===== src/rtl/fdc_loop_pkg.sv =====
// Shared definitions for the delta-sigma loop timing core.
// Assumes: nothing beyond IEEE 1800-2017 package semantics.
package fdc_loop_pkg;

    // Reload scheme of the period counter; both give identical carry instants.
    typedef enum logic {
        LOAD_AFTER_WRAP = 1'b0,   // load base+1 two cycles after carry
        LOAD_AT_CARRY   = 1'b1    // load base one cycle after carry
    } load_scheme_e;

    // Width of the converter code used throughout the loop.
    localparam int unsigned LOOP_CODE_W = 2;

endpackage


===== src/rtl/fdc_edge_sync.sv =====
// Synchroniser plus rising-edge detector for the asynchronous limited input.
// Assumes: the input stays at each level for at least two clk cycles.
// Output 'rise' is a one-cycle pulse STAGES cycles after the change is
// first captured.
module fdc_edge_sync #(
    parameter int unsigned STAGES = 2
) (
    input  logic clk,
    input  logic rst_n,
    input  logic async_in,
    output logic rise
);
    // chain[0..STAGES-1] synchronise, chain[STAGES] remembers the last level.
    logic [STAGES:0] chain_q;

    // Shift the input through the synchroniser and the history flop.
    always_ff @(posedge clk) begin
        if (!rst_n) begin
            chain_q <= '0;
        end else begin
            chain_q[0] <= async_in;
            for (int i = 1; i <= STAGES; i++) begin
                chain_q[i] <= chain_q[i-1];
            end
        end
    end

    assign rise = chain_q[STAGES-1] & ~chain_q[STAGES];

endmodule


===== src/rtl/fdc_loop_filter.sv =====
// Short FIR over recent converter codes, plus a constant, clamped to the
// counter range. Combinational only.
// Assumes: tap 0 is the newest code; codes are unsigned; coefficients signed.
module fdc_loop_filter #(
    parameter int unsigned TAPS   = 1,
    parameter int unsigned CODE_W = 2,
    parameter int unsigned COEF_W = 4,
    parameter logic [TAPS*COEF_W-1:0] COEFS = 4'd1,
    parameter int          OFFSET = 9,
    parameter int unsigned OUT_W  = 4
) (
    input  logic [TAPS*CODE_W-1:0] taps,
    output logic [OUT_W-1:0]       load_val
);
    localparam int unsigned ACC_W = COEF_W + CODE_W + $clog2(TAPS + 1) + OUT_W + 8;
    localparam logic signed [ACC_W-1:0] MAX_V = ACC_W'((1 << OUT_W) - 1);

    logic signed [ACC_W-1:0]  acc;
    logic signed [COEF_W-1:0] coef_s;
    logic signed [CODE_W:0]   code_s;

    // Weighted sum of the taps plus the reload constant.
    always_comb begin
        acc    = ACC_W'(OFFSET);
        coef_s = '0;
        code_s = '0;
        for (int k = 0; k < TAPS; k++) begin
            coef_s = signed'(COEFS[k*COEF_W +: COEF_W]);
            code_s = signed'({1'b0, taps[k*CODE_W +: CODE_W]});
            acc    = acc + ACC_W'(coef_s) * ACC_W'(code_s);
        end
    end

    // Saturate to the range the period counter can hold.
    always_comb begin
        if (acc[ACC_W-1]) begin
            load_val = '0;
        end else if (acc > MAX_V) begin
            load_val = '1;
        end else begin
            load_val = acc[OUT_W-1:0];
        end
    end

endmodule


===== src/rtl/fdc_period_ctr.sv =====
// Free-running period counter whose terminal count is the loop carry.
// After each carry it is reloaded with the filtered value, which sets the
// time to the next carry. SCHEME selects the reload instant.
// Assumes: load_val is valid in the cycle the reload is taken.
module fdc_period_ctr
    import fdc_loop_pkg::*;
#(
    parameter int unsigned  CNT_W     = 4,
    parameter int unsigned  LOAD_BASE = 8,
    parameter load_scheme_e SCHEME    = LOAD_AFTER_WRAP
) (
    input  logic             clk,
    input  logic             rst_n,
    input  logic [CNT_W-1:0] load_val,
    output logic             carry,
    output logic             carry_next
);
    localparam logic [CNT_W-1:0] TERM   = '1;
    localparam logic [CNT_W-1:0] BASE_V = CNT_W'(LOAD_BASE);

    logic [CNT_W-1:0] cnt_q;
    logic [CNT_W-1:0] cnt_d;
    logic             carry_q;
    logic             load_now;

    generate
        if (SCHEME == LOAD_AT_CARRY) begin : g_load_at_carry
            // Reload on the edge that ends the carry cycle.
            assign load_now = carry_q;
        end else begin : g_load_after_wrap
            logic wrap_q;
            // Remember the carry so the reload follows the wrap to zero.
            always_ff @(posedge clk) begin
                if (!rst_n) wrap_q <= 1'b0;
                else        wrap_q <= carry_q;
            end
            assign load_now = wrap_q;

            // after a wrap the counter reads zero, so no back-to-back carry.
            p_no_double_carry_r7: assert property (@(posedge clk) disable iff (!rst_n)
                carry_q |=> !carry_q);
        end
    endgenerate

    // Next count: reload or increment with natural wrap.
    always_comb begin
        cnt_d      = load_now ? load_val : cnt_q + CNT_W'(1);
        carry_next = (cnt_d == TERM);
    end

    // Count register and registered carry flag.
    always_ff @(posedge clk) begin
        if (!rst_n) begin
            cnt_q   <= BASE_V;
            carry_q <= 1'b0;
        end else begin
            cnt_q   <= cnt_d;
            carry_q <= carry_next;
        end
    end

    assign carry = carry_q;

endmodule


===== src/rtl/fdc_strobe_gen.sv =====
// Derives the discharge gate, converter strobe and output strobe from the
// carry pulse. The discharge gate lasts DIS_FULL+0.5 periods; the half
// period comes from a falling-edge flop.
// Assumes: carry is a registered one-cycle pulse; DIS_FULL >= 2.
module fdc_strobe_gen #(
    parameter int unsigned DIS_FULL = 3
) (
    input  logic clk,
    input  logic rst_n,
    input  logic carry,
    output logic discharge_gate,
    output logic adc_strobe,
    output logic out_strobe
);
    localparam int unsigned DLY = DIS_FULL - 1;

    logic [DLY:1] dly_q;
    logic         half_q;
    logic         adc_q;

    // Delay line of the carry on rising edges.
    always_ff @(posedge clk) begin
        if (!rst_n) begin
            dly_q <= '0;
        end else begin
            dly_q[1] <= carry;
            for (int i = 2; i <= DLY; i++) begin
                dly_q[i] <= dly_q[i-1];
            end
        end
    end

    // Half-cycle extension of the last delayed carry, plus the converter strobe.
    always_ff @(negedge clk) begin
        if (!rst_n) begin
            half_q <= 1'b0;
            adc_q  <= 1'b0;
        end else begin
            half_q <= dly_q[DLY];
            adc_q  <= carry;
        end
    end

    assign discharge_gate = carry | (|dly_q) | half_q;
    assign adc_strobe     = adc_q;
    assign out_strobe     = dly_q[1];

    // discharge stays open through the carry cycle and the two after it.
    p_discharge_span_r4: assert property (@(posedge clk) disable iff (!rst_n)
        carry |-> discharge_gate ##1 discharge_gate ##1 discharge_gate);

    // the converter has already been strobed when the carry cycle ends.
    p_adc_strobe_r5: assert property (@(posedge clk) disable iff (!rst_n)
        carry |-> adc_strobe);

endmodule


===== src/rtl/fdc_timing_core.sv =====
// Digital timing core of a counter-based delta-sigma loop. Opens the charge
// gate on each synchronised input rising edge and closes it on the carry.
// Times the discharge gate and converter strobes, registers the returned
// code and reloads the period counter from the filtered code.
// Assumes: adc_code is settled before the rising edge that ends the carry
// cycle; lim_in holds each level for at least two cycles.
module fdc_timing_core
    import fdc_loop_pkg::*;
#(
    parameter int unsigned  CODE_W      = LOOP_CODE_W,
    parameter int unsigned  CNT_W       = 4,
    parameter int unsigned  LOAD_BASE   = 8,
    parameter load_scheme_e SCHEME      = LOAD_AFTER_WRAP,
    parameter int unsigned  TAPS        = 1,
    parameter int unsigned  COEF_W      = 4,
    parameter logic [TAPS*COEF_W-1:0] COEFS = 4'd1,
    parameter int unsigned  DIS_FULL    = 3,
    parameter int unsigned  SYNC_STAGES = 2
) (
    input  logic              clk,
    input  logic              rst_n,
    input  logic              lim_in,
    input  logic [CODE_W-1:0] adc_code,
    output logic              charge_gate,
    output logic              discharge_gate,
    output logic              adc_strobe,
    output logic              out_strobe,
    output logic [CODE_W-1:0] out_code
);
    localparam bit          AT_CARRY    = (SCHEME == LOAD_AT_CARRY);
    localparam int          LOAD_OFFSET = AT_CARRY ? int'(LOAD_BASE) : int'(LOAD_BASE) + 1;
    localparam int unsigned HIST_D      = (AT_CARRY && TAPS > 1) ? TAPS - 1 : TAPS;

    logic                   in_rise;
    logic                   gate_q;
    logic                   carry;
    logic                   carry_next;
    logic [CNT_W-1:0]       load_val;
    logic [CODE_W-1:0]      hist_q [HIST_D];
    logic [TAPS*CODE_W-1:0] taps;

    fdc_edge_sync #(
        .STAGES (SYNC_STAGES)
    ) u_sync (
        .clk      (clk),
        .rst_n    (rst_n),
        .async_in (lim_in),
        .rise     (in_rise)
    );

    // Charge gate: set by an input edge (wins), cleared with the rising carry.
    always_ff @(posedge clk) begin
        if (!rst_n)          gate_q <= 1'b0;
        else if (in_rise)    gate_q <= 1'b1;
        else if (carry_next) gate_q <= 1'b0;
    end

    // Code history: capture the converter code at the end of each carry cycle.
    always_ff @(posedge clk) begin
        if (!rst_n) begin
            for (int k = 0; k < int'(HIST_D); k++) hist_q[k] <= '0;
        end else if (carry) begin
            hist_q[0] <= adc_code;
            for (int k = 1; k < int'(HIST_D); k++) hist_q[k] <= hist_q[k-1];
        end
    end

    // Filter taps: live code for the early reload, stored code for the late one.
    generate
        if (AT_CARRY) begin : g_taps_live
            assign taps[CODE_W-1:0] = adc_code;
            for (genvar k = 1; k < TAPS; k++) begin : g_old
                assign taps[k*CODE_W +: CODE_W] = hist_q[k-1];
            end
        end else begin : g_taps_stored
            for (genvar k = 0; k < TAPS; k++) begin : g_old
                assign taps[k*CODE_W +: CODE_W] = hist_q[k];
            end
        end
    endgenerate

    fdc_loop_filter #(
        .TAPS   (TAPS),
        .CODE_W (CODE_W),
        .COEF_W (COEF_W),
        .COEFS  (COEFS),
        .OFFSET (LOAD_OFFSET),
        .OUT_W  (CNT_W)
    ) u_filter (
        .taps     (taps),
        .load_val (load_val)
    );

    fdc_period_ctr #(
        .CNT_W     (CNT_W),
        .LOAD_BASE (LOAD_BASE),
        .SCHEME    (SCHEME)
    ) u_ctr (
        .clk        (clk),
        .rst_n      (rst_n),
        .load_val   (load_val),
        .carry      (carry),
        .carry_next (carry_next)
    );

    fdc_strobe_gen #(
        .DIS_FULL (DIS_FULL)
    ) u_strobe (
        .clk            (clk),
        .rst_n          (rst_n),
        .carry          (carry),
        .discharge_gate (discharge_gate),
        .adc_strobe     (adc_strobe),
        .out_strobe     (out_strobe)
    );

    assign charge_gate = gate_q;
    assign out_code    = hist_q[0];

    // a detected input edge always opens the charge gate.
    p_charge_set_r2: assert property (@(posedge clk) disable iff (!rst_n)
        in_rise |=> charge_gate);

    // during a carry the gate is closed unless an edge set it on that edge.
    p_charge_clear_r3: assert property (@(posedge clk) disable iff (!rst_n)
        (carry && !$past(in_rise)) |-> !charge_gate);

    // the strobed output equals the code sampled at the previous edge.
    p_out_code_r6: assert property (@(posedge clk) disable iff (!rst_n)
        out_strobe |-> (out_code == $past(adc_code)));

endmodule


===== config.mk =====
export PLATFORM = sky130hd
export DESIGN_NAME = fdc_timing_core
export DESIGN_NICKNAME = d
export VERILOG_FILES = /design/src/rtl/fdc_loop_pkg.sv /design/src/rtl/fdc_edge_sync.sv /design/src/rtl/fdc_loop_filter.sv /design/src/rtl/fdc_period_ctr.sv /design/src/rtl/fdc_strobe_gen.sv /design/src/rtl/fdc_timing_core.sv
export SDC_FILE = /design/constraint.sdc
export NUM_CORES = 1
export LEC_CHECK = 0
export CAP_MARGIN = 30
export CELL_PAD_IN_SITES_DETAIL_PLACEMENT = 0
export CELL_PAD_IN_SITES_GLOBAL_PLACEMENT = 1
export CORE_UTILIZATION = 34
export CTS_CLUSTER_DIAMETER = 80
export DETAILED_ROUTE_END_ITERATION = 8
export PLACE_DENSITY_LB_ADDON = 0.3
export SLEW_MARGIN = 10
export SYNTH_ARGS = -nofsm -noshare
export SYNTH_HDL_FRONTEND = slang
export SYNTH_SLANG_ARGS = --single-unit

===== constraint.sdc =====
create_clock -name clk -period 1.4 [get_ports clk]
set_input_delay 0.14 -clock clk [delete_from_list [all_inputs] [get_ports clk]]
set_output_delay 0.14 -clock clk [all_outputs]
set_load 0.01 [all_outputs]

* Word-level counts from Yosys, hierarchy flattened *
Memories as Yosys holds them, arrays and structs flattened.
Cells that the tools add are included.

storage, ports and cells
  RAM bits = 2
  register bits = 14
  memories kept = 1
  latch bits = 0
  ROM bits = 0
  logic and storage cells = 32

cells by class
  $add $sub $neg = 2
  bitwise operators = 4
  muxes and demuxes = 12
  reductions and logical operators = 3
  $lt $le $gt $ge = 1
  multiply operators = 0
  divide/modulo/power cells = 0
  eq/ne operators = 1
  shift-type cells = 0

memories
  memory  words  bits a word  read ports  clocked after memory_dff  wr ports  line                   source
  hist_q  1      2            1           0                         1         fdc_timing_core.sv:39  logic [CODE_W-1:0] hist_q [HIST_D];

operators with widths
  kind                 number
  $gt 19x5->1 const B  1
  $mux 4               3
  $mux 1               8
  $add 4x2->5 const A  1
  $add 4x1->4 const B  1
  $eq 4x4->1 const B   1
  $reduce_or 2->1      2
  $mux 2               1
  $or 1x1->1           2
  $reduce_bool 2->1    1
  $and 1x1->1          1
  $not 1->1            1

* Longest topological paths before layout *
Gate-level depths: netlist (run 1).
An unclocked memory read counts as a cell.

  word-level depth = 9
  mapped depth = 4
  mapped depth without buffers = 4

* Cells and area by module *
A second synthesis (run 1) with hierarchy kept.

second synthesis, totals
  cell total of the unflattened synthesis = 58
  area, all modules = 670.6 sq um

by module, submodules not included
  module           instances  cells an instance  area each (sq um)  seq. area each (sq um)
  fdc_period_ctr   1          27                 299.0              120.1
  fdc_timing_core  1          8                  120.1              80.1
  fdc_strobe_gen   1          9                  111.4              80.1
  fdc_edge_sync    1          7                  92.6               60.1
  fdc_loop_filter  1          7                  47.5               0.0

==> results of run 1 <==
## placed cells by master (no fill, tap or decap), types with 2 or more instances in the layout
master / netlist / final
dlygate4sd2_1: 0 / 2
mux2i_1: 2 / 2
and2_1: 10 / 10
clkbuf_4: 0 / 3
inv_1: 1 / 2
dfxtp_2: 0 / 2
clkdlybuf4s50_1: 0 / 6
dfxtp_1: 14 / 12
and3_1: 4 / 4
nand2b_1: 2 / 2
buf_4: 0 / 9
nand2_1: 2 / 2
edfxtp_1: 2 / 2
## per-stage QoR
stage / TNS [ns] / worst slack (ns) / instance area [sq um] / hold WS [ns] / std cells
final: -1.00 / -0.635 / 850 / 0.419 / 99
after detailed placement: -1.39 / -0.612 / 797 / 0.419 / 94
after floorplan: -0.137 / -0.137 / 614 / 0.267 / 53
after global routing: -1.17 / -0.662 / 850 / 0.434 / 99
after global placement: -1.37 / -0.604 / 797 / 0.415 / 94
after CTS: -0.987 / -0.644 / 821 / 0.411 / 99
## critical path, cell delays in order (launching register included)
cell and delay, ns:
dfxtp_1 0.29, or4_4 0.41, buf_6 0.14
## final cells by class
cell class              instances  area [sq um]
flip-flops and latches         16           343
clock inverters                 3          11.3
fillers                       140           744
repair buffers                 19           161
well taps                      24          30.0
multi-input cells              34           282
clock buffers                   3          22.5
## power by group
group | internal (uW) | switching (uW) | total, uW
clock | 113 | 165 | 278
sequential | 488 | 15.9 | 504
combinational | 90.7 | 49.7 | 140
total | 692 | 231 | 922
## cells by family (layout without fill, tap and decap cells)
group,count (synthesis),count (layout),share of synthesized area (%)
xor+xnor,1,1,1.43
buf+inv,3,25,3.07
compound gates,6,6,8.20
flops,16,16,55.7
mux,2,2,3.28
simple gates,23,23,24.2
fa+ha+maj,2,2,4.10
## final timing paths
kind                                   startpoint                end  depth (start not counted)
worst max register to register     u_ctr.cnt_q[0]        u_ctr.carry                          4
worst max-delay path              u_strobe.half_q     discharge_gate                          2
worst min-delay path                       lim_in  u_sync.chain_q[0]                          2
worst min register to register  u_sync.chain_q[0]  u_sync.chain_q[1]                          1
## routing by layer
metal	vias to the layer above	share of wire (%)	routed length, um
li1	227	-	-
met1	201	42	451
met2	9	52	562
met3	4	4.4	48
met4	0	1.9	21
met5	-	0	0
## registers in the layout, summed over array words and instances (netlist names)
register                        count
u_ctr.g_load_after_wrap.wrap_q      1
u_strobe.dly_q                      2
u_ctr.carry                         1
charge_gate                         1
hist_q                              2
u_ctr.cnt_q                         4
u_sync.chain_q                      3
u_strobe.adc_strobe                 1
u_strobe.half_q                     1
## what timing repair did
action                                 CTS  global route
setup endpoints to repair                6             4
endpoints found under the hold margin    0             0
pin swaps                                0             3
gates resized for setup                 11             5
hold buffers                             0             0
==> results.md, run 1 <==
* Syn nets at 60
* Post-synth top area share at 45.9%
* Slew @ Worst Pin at 0.530 ns
* Post-synth top area cell: dfxtp_1
* DR pass1 iterations at 4
* Failing checks: setup timing
* Max Cap Violations at 0
* Final setup fails at 4
* YS warnings at 0
* # IOs at 11
* Tot Pwr at 922 uW
* Hold crit path type: in -> reg
* Fin. Hold Viols at 0
* Final setup margin at -0.635 ns
* Clock tree sinks at 16
* Via count of the routed design at 441
* Seq cells post-synth at 16
* H-tree depth at 1
* Crit path kind: reg -> out
* Synth Flop Type: dfxtp_1
* Grt met2 use at 20.9%
* Gr busiest metal: met2
* R2R Setup Slk at -0.09 ns
* Chip width at 44.4 um
* Rel. slew slack at 64.5%
* ANT cells at 0
* Initial antenna violation count at 0
* Final WL at 1080 um
* CP Capture Type: output pin
* Async set-reset flop share out of synthesis at 0%
* Arr. time, crit path at 1.90 ns
* Netlist Area Pre-Place at 611 sq um
* Post-synth EDFFs at 2
* Critical Path RT at 1.26 ns
* Die area at 0.00197 sq mm
* WL/cell at 10.9 um
* P per Cell Area at 1090 mW/mm^2
* RSZ-0062 raised after global routing: true
* Top-count cell post-synth: dfxtp_1
* Count of cell types in the netlist at 23
* Max Slew Vio Count at 0
* Routability Congestion at 0.674
* CTS root buf: clkbuf_4
* Number of global-route vias before repair at 441
* Port bufs at 10
* Maximum vdd drop at 0.727 mV
* Worst-path clk slew at 0.09 ns
* Final ANT Viol Nets at 0
* Final core utilization at 53.3%
* Starting Density at 38.3%
* Avg Inst Size Synth at 11.5 sq um
* Crit-path max FO at 1
* Area Overhead vs Synth at 39.1%
* Clock Path Buffers at 2
* Post-synthesis sequential area ratio at 55.7%
* FP Rows at 14
* Synth area leaders: dfxtp_1 (46%), and2_1 (10%), edfxtp_1 (9.8%), and3_1 (4.1%), ha_1 (4.1%)
* Status: finished, violations left
* Commonest cells post-synth: dfxtp_1 (14), and2_1 (10), and3_1 (4)
* Core box area at 0.00159 sq mm
* Post-route DRC at 0
* Max Clock Skew at 0.0627 ns
* Worst-Skew Late Latency at 0.35 ns
* Number of DRC markers in iteration 0 at 4
* Share of cells above drive strength 1 at 29.3%
* Vias/cell at 4.45
* Global-route wire length before repair at 1860 um
* Num CTS Buffers at 3
* Startpoint Class: flip-flop
* Largest net degree at the start of global routing at 14
* Synthesized netlist cell count at 53
* Post-CTS Setup Inserts at 0
* Grt ovf at 0
* Die Ht at 44.4 um
* Met1 Use GR at 16.1%
* CTS tree: built
* Layout Nets at 83
* Leakage at 0.000367 uW
* GRT Overall Usage at 13.7%
* Global Route met3 Usage at 6.12%
No activity file was read; power rests on OpenSTA's default activity.
==> run 2, diff against run 1 <==
--- a/config.mk
+++ b/config.mk
@@ -5,7 +5,7 @@
 export SDC_FILE = /design/constraint.sdc
 export NUM_CORES = 1
 export LEC_CHECK = 0
-export CAP_MARGIN = 30
+export CAP_MARGIN = 20
 export CELL_PAD_IN_SITES_DETAIL_PLACEMENT = 0
 export CELL_PAD_IN_SITES_GLOBAL_PLACEMENT = 1
 export CORE_UTILIZATION = 34
==> results of run 2 <==
No change in the layout: final DEF, timing and power equal those of run 1.
